[src/rtl/epfifo_pkg.sv]
package epfifo_pkg;
    localparam int RAM_BYTES  = 4096;
    localparam int UNIT_BYTES = 8;
    localparam int EP0_BYTES  = 64;
    localparam int MIN_PKT    = 8;
    localparam int MAX_PKT    = 1024;
    localparam int NUM_CFG_EP = 4;

    localparam int ADDR_W  = $clog2(RAM_BYTES);
    localparam int START_W = $clog2(RAM_BYTES / UNIT_BYTES);
    localparam int UNIT_SH = $clog2(UNIT_BYTES);
    localparam int MIN_SH  = $clog2(MIN_PKT);
    localparam int CODE_W  = $clog2($clog2(MAX_PKT) - MIN_SH + 1);
    localparam int EP0_CODE = $clog2(EP0_BYTES) - MIN_SH;
    localparam int OFF_W   = ADDR_W - 1;
    localparam int SIZE_W  = $clog2(MAX_PKT) + 1;
    localparam int SUM_W   = ADDR_W + 2;
    localparam int EP_W    = 3;
    localparam int IDX_W   = 4;
    localparam int DATA_W  = 16;
    localparam int SEL_W   = 3;
    localparam int DBL_BIT = 4;

    typedef enum logic [SEL_W-1:0] {
        REG_INDEX    = 3'd0,
        REG_TX_START = 3'd1,
        REG_TX_SIZE  = 3'd2,
        REG_RX_START = 3'd3,
        REG_RX_SIZE  = 3'd4
    } reg_sel_e;

    typedef struct packed {
        logic [START_W-1:0] start;
        logic [CODE_W-1:0]  code;
        logic               dbl;
    } dir_cfg_t;

    typedef struct packed {
        dir_cfg_t tx;
        dir_cfg_t rx;
    } ep_cfg_t;

    typedef struct packed {
        logic              en;
        logic [ADDR_W-1:0] addr;
        logic              err;
    } ram_req_t;
endpackage

[src/rtl/epfifo_ep_slot.sv]
module epfifo_ep_slot
    import epfifo_pkg::*;
(
    input  logic              clk,
    input  logic              rst_n,
    input  logic              sel,
    input  logic              we,
    input  logic [SEL_W-1:0]  reg_sel,
    input  logic [DATA_W-1:0] wdata,
    output ep_cfg_t           cfg_o
);
    ep_cfg_t cfg_d, cfg_q;

    always_comb begin
        cfg_d = cfg_q;
        if (we && sel) begin
            case (reg_sel_e'(reg_sel))
                REG_TX_START: cfg_d.tx.start = wdata[START_W-1:0];
                REG_TX_SIZE: begin
                    cfg_d.tx.code = wdata[CODE_W-1:0];
                    cfg_d.tx.dbl  = wdata[DBL_BIT];
                end
                REG_RX_START: cfg_d.rx.start = wdata[START_W-1:0];
                REG_RX_SIZE: begin
                    cfg_d.rx.code = wdata[CODE_W-1:0];
                    cfg_d.rx.dbl  = wdata[DBL_BIT];
                end
                default: ;
            endcase
        end
    end

    always_ff @(posedge clk) begin
        if (!rst_n) cfg_q <= '0;
        else        cfg_q <= cfg_d;
    end

    assign cfg_o = cfg_q;
endmodule

[src/rtl/epfifo_cfg_bank.sv]
module epfifo_cfg_bank
    import epfifo_pkg::*;
#(
    parameter int NUM_EP = NUM_CFG_EP
) (
    input  logic                   clk,
    input  logic                   rst_n,
    input  logic                   we,
    input  logic [SEL_W-1:0]       reg_sel,
    input  logic [DATA_W-1:0]      wdata,
    output logic [DATA_W-1:0]      rdata,
    output logic [IDX_W-1:0]       idx_o,
    output ep_cfg_t [NUM_EP:1]     cfg_o
);
    typedef struct packed {
        logic [IDX_W-1:0] idx;
    } bank_st_t;

    bank_st_t st_d, st_q;
    ep_cfg_t  [NUM_EP:1] slot_cfg;
    ep_cfg_t  view;
    logic     view_hit;

    always_comb begin
        st_d = st_q;
        if (we && reg_sel == REG_INDEX) st_d.idx = wdata[IDX_W-1:0];
    end

    always_ff @(posedge clk) begin
        if (!rst_n) st_q <= '0;
        else        st_q <= st_d;
    end

    for (genvar g = 1; g <= NUM_EP; g++) begin : g_slot
        epfifo_ep_slot u_slot (
            .clk     (clk),
            .rst_n   (rst_n),
            .sel     (st_q.idx == IDX_W'(g)),
            .we      (we),
            .reg_sel (reg_sel),
            .wdata   (wdata),
            .cfg_o   (slot_cfg[g])
        );
    end

    // Pick the settings visible through the window
    always_comb begin
        view     = '0;
        view_hit = 1'b0;
        if (st_q.idx == '0) begin
            view.tx.code = CODE_W'(EP0_CODE);
            view.rx.code = CODE_W'(EP0_CODE);
            view_hit     = 1'b1;
        end
        for (int k = 1; k <= NUM_EP; k++) begin
            if (st_q.idx == IDX_W'(k)) begin
                view     = slot_cfg[k];
                view_hit = 1'b1;
            end
        end
    end

    always_comb begin
        rdata = '0;
        case (reg_sel_e'(reg_sel))
            REG_INDEX:    rdata = DATA_W'(st_q.idx);
            REG_TX_START: if (view_hit) rdata = DATA_W'(view.tx.start);
            REG_TX_SIZE:  if (view_hit) rdata = DATA_W'({view.tx.dbl, 1'b0, view.tx.code});
            REG_RX_START: if (view_hit) rdata = DATA_W'(view.rx.start);
            REG_RX_SIZE:  if (view_hit) rdata = DATA_W'({view.rx.dbl, 1'b0, view.rx.code});
            default:      rdata = '0;
        endcase
    end

    assign idx_o = st_q.idx;
    assign cfg_o = slot_cfg;
endmodule

[src/rtl/epfifo_addr_calc.sv]
module epfifo_addr_calc
    import epfifo_pkg::*;
#(
    parameter int NUM_EP = NUM_CFG_EP
) (
    input  ep_cfg_t [NUM_EP:1]  cfg_i,
    input  logic                valid,
    input  logic [EP_W-1:0]     ep,
    input  logic                dir,
    input  logic [OFF_W-1:0]    off,
    input  logic                bsel,
    output ram_req_t            req
);
    ep_cfg_t           ep_cfg;
    dir_cfg_t          dcfg;
    logic              ep_ok;
    logic [SIZE_W-1:0] size;
    logic [SUM_W-1:0]  base;
    logic [SUM_W-1:0]  sum;
    logic              bad;

    always_comb begin
        ep_cfg = '0;
        ep_ok  = (ep == '0);
        for (int k = 1; k <= NUM_EP; k++) begin
            if (ep == EP_W'(k)) begin
                ep_cfg = cfg_i[k];
                ep_ok  = 1'b1;
            end
        end
        dcfg = dir ? ep_cfg.tx : ep_cfg.rx;
        if (ep == '0) begin
            dcfg       = '0;
            dcfg.code  = CODE_W'(EP0_CODE);
        end
    end

    always_comb begin
        size = SIZE_W'(1) << (SIZE_W'(dcfg.code) + SIZE_W'(MIN_SH));
        base = SUM_W'(dcfg.start) << UNIT_SH;
        sum  = base + SUM_W'(off);
        if (bsel && dcfg.dbl) sum = sum + SUM_W'(size);
        bad  = !ep_ok
            || (SIZE_W'(off) >= size)
            || (sum >= SUM_W'(RAM_BYTES));
    end

    always_comb begin
        req = '0;
        if (valid) begin
            req.err = bad;
            req.en  = !bad;
            if (!bad) req.addr = sum[ADDR_W-1:0];
        end
    end
endmodule

[src/rtl/epfifo_mapper.sv]
module epfifo_mapper
    import epfifo_pkg::*;
#(
    parameter int NUM_EP = NUM_CFG_EP
) (
    input  logic              clk,
    input  logic              rst_n,
    input  logic              cfg_we,
    input  logic [SEL_W-1:0]  cfg_addr,
    input  logic [DATA_W-1:0] cfg_wdata,
    output logic [DATA_W-1:0] cfg_rdata,
    input  logic              acc_valid,
    input  logic [EP_W-1:0]   acc_ep,
    input  logic              acc_dir,
    input  logic [OFF_W-1:0]  acc_off,
    input  logic              acc_buf,
    output logic              ram_en,
    output logic [ADDR_W-1:0] ram_addr,
    output logic              acc_err
);
    ep_cfg_t [NUM_EP:1] cfg_all;
    logic [IDX_W-1:0]   cur_idx;
    ram_req_t           req_d, req_q;

    epfifo_cfg_bank #(.NUM_EP(NUM_EP)) u_bank (
        .clk     (clk),
        .rst_n   (rst_n),
        .we      (cfg_we),
        .reg_sel (cfg_addr),
        .wdata   (cfg_wdata),
        .rdata   (cfg_rdata),
        .idx_o   (cur_idx),
        .cfg_o   (cfg_all)
    );

    epfifo_addr_calc #(.NUM_EP(NUM_EP)) u_calc (
        .cfg_i (cfg_all),
        .valid (acc_valid),
        .ep    (acc_ep),
        .dir   (acc_dir),
        .off   (acc_off),
        .bsel  (acc_buf),
        .req   (req_d)
    );

    always_ff @(posedge clk) begin
        if (!rst_n) req_q <= '0;
        else        req_q <= req_d;
    end

    assign ram_en   = req_q.en;
    assign ram_addr = req_q.addr;
    assign acc_err  = req_q.err;
endmodule

[config.mk]
export PLATFORM = sky130hd
export DESIGN_NAME = epfifo_mapper
export DESIGN_NICKNAME = d
export VERILOG_FILES = /design/src/rtl/epfifo_pkg.sv /design/src/rtl/epfifo_ep_slot.sv /design/src/rtl/epfifo_cfg_bank.sv /design/src/rtl/epfifo_addr_calc.sv /design/src/rtl/epfifo_mapper.sv
export SDC_FILE = /design/constraint.sdc
export NUM_CORES = 1
export LEC_CHECK = 0
export BUFFER_PORTS_ARGS = -buffer_cell sky130_fd_sc_hd__buf_2
export CAP_MARGIN = 15
export CORE_ASPECT_RATIO = 1.75
export CORE_MARGIN = 3
export CORE_UTILIZATION = 30
export CTS_BUF_LIST = sky130_fd_sc_hd__clkbuf_4 sky130_fd_sc_hd__clkbuf_8
export DETAILED_ROUTE_END_ITERATION = 12
export PLACE_DENSITY = 0.48
export REMOVE_ABC_BUFFERS = 1
export SETUP_SLACK_MARGIN = 0.4
export SYNTH_ARGS = -nofsm -noshare
export SYNTH_HDL_FRONTEND = slang
export SYNTH_SLANG_ARGS = --single-unit
[constraint.sdc]
create_clock -name clk -period 10.1 [get_ports clk]
set_input_delay 0.505 -clock clk [delete_from_list [all_inputs] [get_ports clk]]
set_output_delay 0.505 -clock clk [all_outputs]
set_load 0.01 [all_outputs]
==> results by group <==
STA
  – Slew margin rel.: 26.84%
  – Fin Setup TNS: 0 ps
  – F_max: 0.1788 GHz
  – Worst-Margin Slew: 1095 ps
  – Worst hold slack: 328.2 ps
  – # setup viols final: 0
  – Worst Slack Setup Final: 4506 ps
  – Minimum clock period: 5594 ps
  – Worst Clk Skew: 10.37 ps
  – RSZ-0062 raised after global routing: false
  – Share of the clock period used by the worst path: 55.39%
  – Slew Limit Fails: 0
  – Final Hold Fails: 0

Hold path
  – Hold Path Class: in -> reg

GRT
  – Global router's overall resource usage: 19.98%
  – Initial antenna violation count: 2
  – First-pass GRT wire length: 43.61 mm
  – Vias in the first global route: 7400
  – Pin count of the biggest net entering global routing: 110
  – GRT Residual Overflow: 0

Run status
  – Outcome: finished, final reports clean

Yosys
  – Post-synthesis cell count: 1012
  – Synth Area in Simple Gates: 22.12%
  – Post-Syn Area: 7964 µm²
  – Predominant post-synthesis flop cell: dfxtp_1
  – Largest family of logic cells by synthesized area: compound AO/OA/AOI/OAI gates
  – Post-Synth Adder-Cell Area: 4.902%
  – Seq cells post-synth: 122
  – Ys Warns: 0
  – Fraction of registers with async set/reset: 0%
  – Number of synthesized flops with an enable pin: 0
  – XOR/XNOR Fraction of Synth Area: 1.650%
  – Mux contribution to synthesized area: 5.515%
  – Synth cell types: 67
  – Compound-gate portion of the synthesized area: 29.49%
  – Syn avg cell area: 7.869 µm²
  – Sequential fraction of the synthesis area: 30.67%

Clock network
  – CTS buffer count: 17
  – Post-CTS Hold Fix Bufs: 0
  – Post-cts sizing count: 0
  – H-tree depth: 4
  – Clock tree sinks: 122
  – Max Buffers Root-to-Sink: 2
  – Clock Tree Root: clkbuf_8
  – Clock slew at reported path FFs: 70 ps
  – TritonCTS clock tree: done
  – Post-CTS setup buffers: 0
  – Skew-Pair Late Insertion Delay: 480 ps

Worst setup path
  – CP Capture Type: flip-flop
  – Crit path kind: in -> reg
  – Data required time of the worst path: 10480 ps
  – Arrival @ worst endpoint: 5980 ps
  – Crit Path Max Fanout: 27
  – Startpoint types: input pin

Floorplanning
  – Ports: 69
  – Die X-Extent: 129.2 µm
  – Die H: 221.5 µm
  – Die area: 28610 µm²
  – Number of core rows: 78
  – Starting Density: 30.56%
  – Total core area: 26060 µm²

Drt
  – Starting DRT DRC Count: 540
  – DRC Markers: 0
  – Routed vias: 7527
  – Total wire length: 28.48 mm
  – Drt wl/cell: 21.12 µm
  – Routed Antenna Nets: 0
  – First-pass DRT Iterations: 5
  – Vias/cell: 5.584

Place
  – GPL Wtd Cong: 0.8588
  – IO buf count: 54
  – Hpwl dp: 20.60 mm
  – DP Area: 8399 µm²
  – DP Cell Count: 1319
  – Pre-CTS setup slack: 4006 ps

Power
  – VDD IR max: 0.08168 mV
  – Cell area power density: 125.6 nW/µm²
  – Pwr Total: 1.100 mW
  – Leakage power: 3.145 nW

Layout
  – Final core occ: 33.62%
  – Cell area after layout: 8760 µm²
  – Commonest non-fill, non-tap cells in the layout: 173 x nand2_1, 122 x dfxtp_1, 99 x a21boi_0
  – Area grow syn2layout: 9.992%
  – Commonest non-fill, non-tap cell in the layout: nand2_1
  – Fin nets: 1087
  – Multi-input gate area: 5140 µm²
  – Ant diodes: 0
  – FF+latch area: 2442 µm²
  – Fin cells: 1348
  – Share of cells above drive strength 1: 13.13%
  – Filler cell count: 2776

Run
  – Max_cap viols: 0
-- cell type report --
cell class / instances / area share [%]
clock buffers: 26 / 3.657
multi-input cells: 799 / 58.68
inverters: 9 / 0.3857
flip-flops and latches: 122 / 27.88
repair buffers: 69 / 4.371
clock inverters: 3 / 0.4571
well taps: 320 / 4.571
-- cell usage after synthesis (4+ instances only) --
library cell	instances	area [µm²]
a21oi_1	46	230.2
nor2_2	5	31.28
clkbuf_1	71	266.5
buf_4	9	67.56
o211ai_1	5	37.54
mux2_2	7	78.83
a21boi_0	99	743.2
a221oi_1	11	96.34
o21a_1	6	45.04
a21oi_2	4	35.03
nand3_1	93	465.5
mux2i_1	36	360.4
o21bai_1	4	30.03
nand2b_1	8	50.05
buf_1	6	22.52
xnor2_1	8	70.07
nand2_1	173	649.4
nor2_1	36	135.1
a221o_1	10	100.1
nor2b_1	28	175.2
a22oi_1	23	172.7
or2_2	4	25.02
o22ai_1	9	56.30
ha_1	28	350.3
nor3_1	6	30.03
inv_1	8	30.03
a22o_1	10	87.58
dfxtp_1	122	2442
a222oi_1	4	40.04
o21ai_0	33	165.2
a31oi_1	8	50.05
a211oi_1	9	67.56
a21o_1	13	97.59
o221ai_1	8	70.07
and3_1	5	31.28
xor2_1	7	61.31
-- per-layer routing --
| metal | vias to the layer above | part of all wire, % | track usage [%] |
|---|---|---|---|
| met1 | 3619 | 38 | 21.55 |
| li1 | 3658 | - | - |
| met3 | 55 | 3.5 | 3.737 |
| met5 | - | 0.074 | 0 |
| met4 | 4 | 3.4 | 8.172 |
| met2 | 191 | 55 | 37.22 |
-- kinds of logic after synthesis --
logic type,count (synthesis)
simple gates,377
compound gates,322
flops,122
buf+inv,101
mux,43
fa+ha+maj,30
xor+xnor,15
other cells,2
-- power breakdown --
| group | internal, mW | switching (mW) | leakage [nW] |
|---|---|---|---|
| combinational | 0.0683 | 0.121 | 1.97 |
| clock | 0.226 | 0.200 | 0.193 |
| sequential | 0.483 | 0.00166 | 0.983 |
-- state kept, by name, indices dropped and copies added, names as in the netlist --
register and cells:
u_bank.g_slot.u_slot.cfg_o 104, acc_err 1, u_bank.idx_o 4, ram_addr 12, ram_en 1
-- critical path, cell delays in order --
cell and delay [ps]:
buf_2 440, nor2b_1 870, a221oi_1 180, a31oi_1 280, a211oi_1 140, a21oi_1 280
ha_1 290, a211oi_1 260, o21bai_1 150, a21boi_0 310, nor2_1 110, xor2_1 170
ha_1 380, nand4_1 150, a21oi_1 130, o21ai_0 180, a21o_1 260, o221ai_2 200
nand4_4 310, a211oi_1 330
-- path summary, 6_finish.rpt --
kind / slack, ps / endpoint / start / cells past startpoint
setup / recovery: 4510 / ram_addr[0] / acc_ep[0] / 20
hold / removal: 330 / ram_addr[2] / acc_off[2] / 3
setup reg to reg: 5400 / ram_addr[0] / u_bank.g_slot[2].u_slot.cfg_o[5] / 18
hold reg to reg: 470 / u_bank.g_slot[1].u_slot.cfg_o[15] / u_bank.g_slot[1].u_slot.cfg_o[15] / 2
Power figures use the tool's default switching activity.
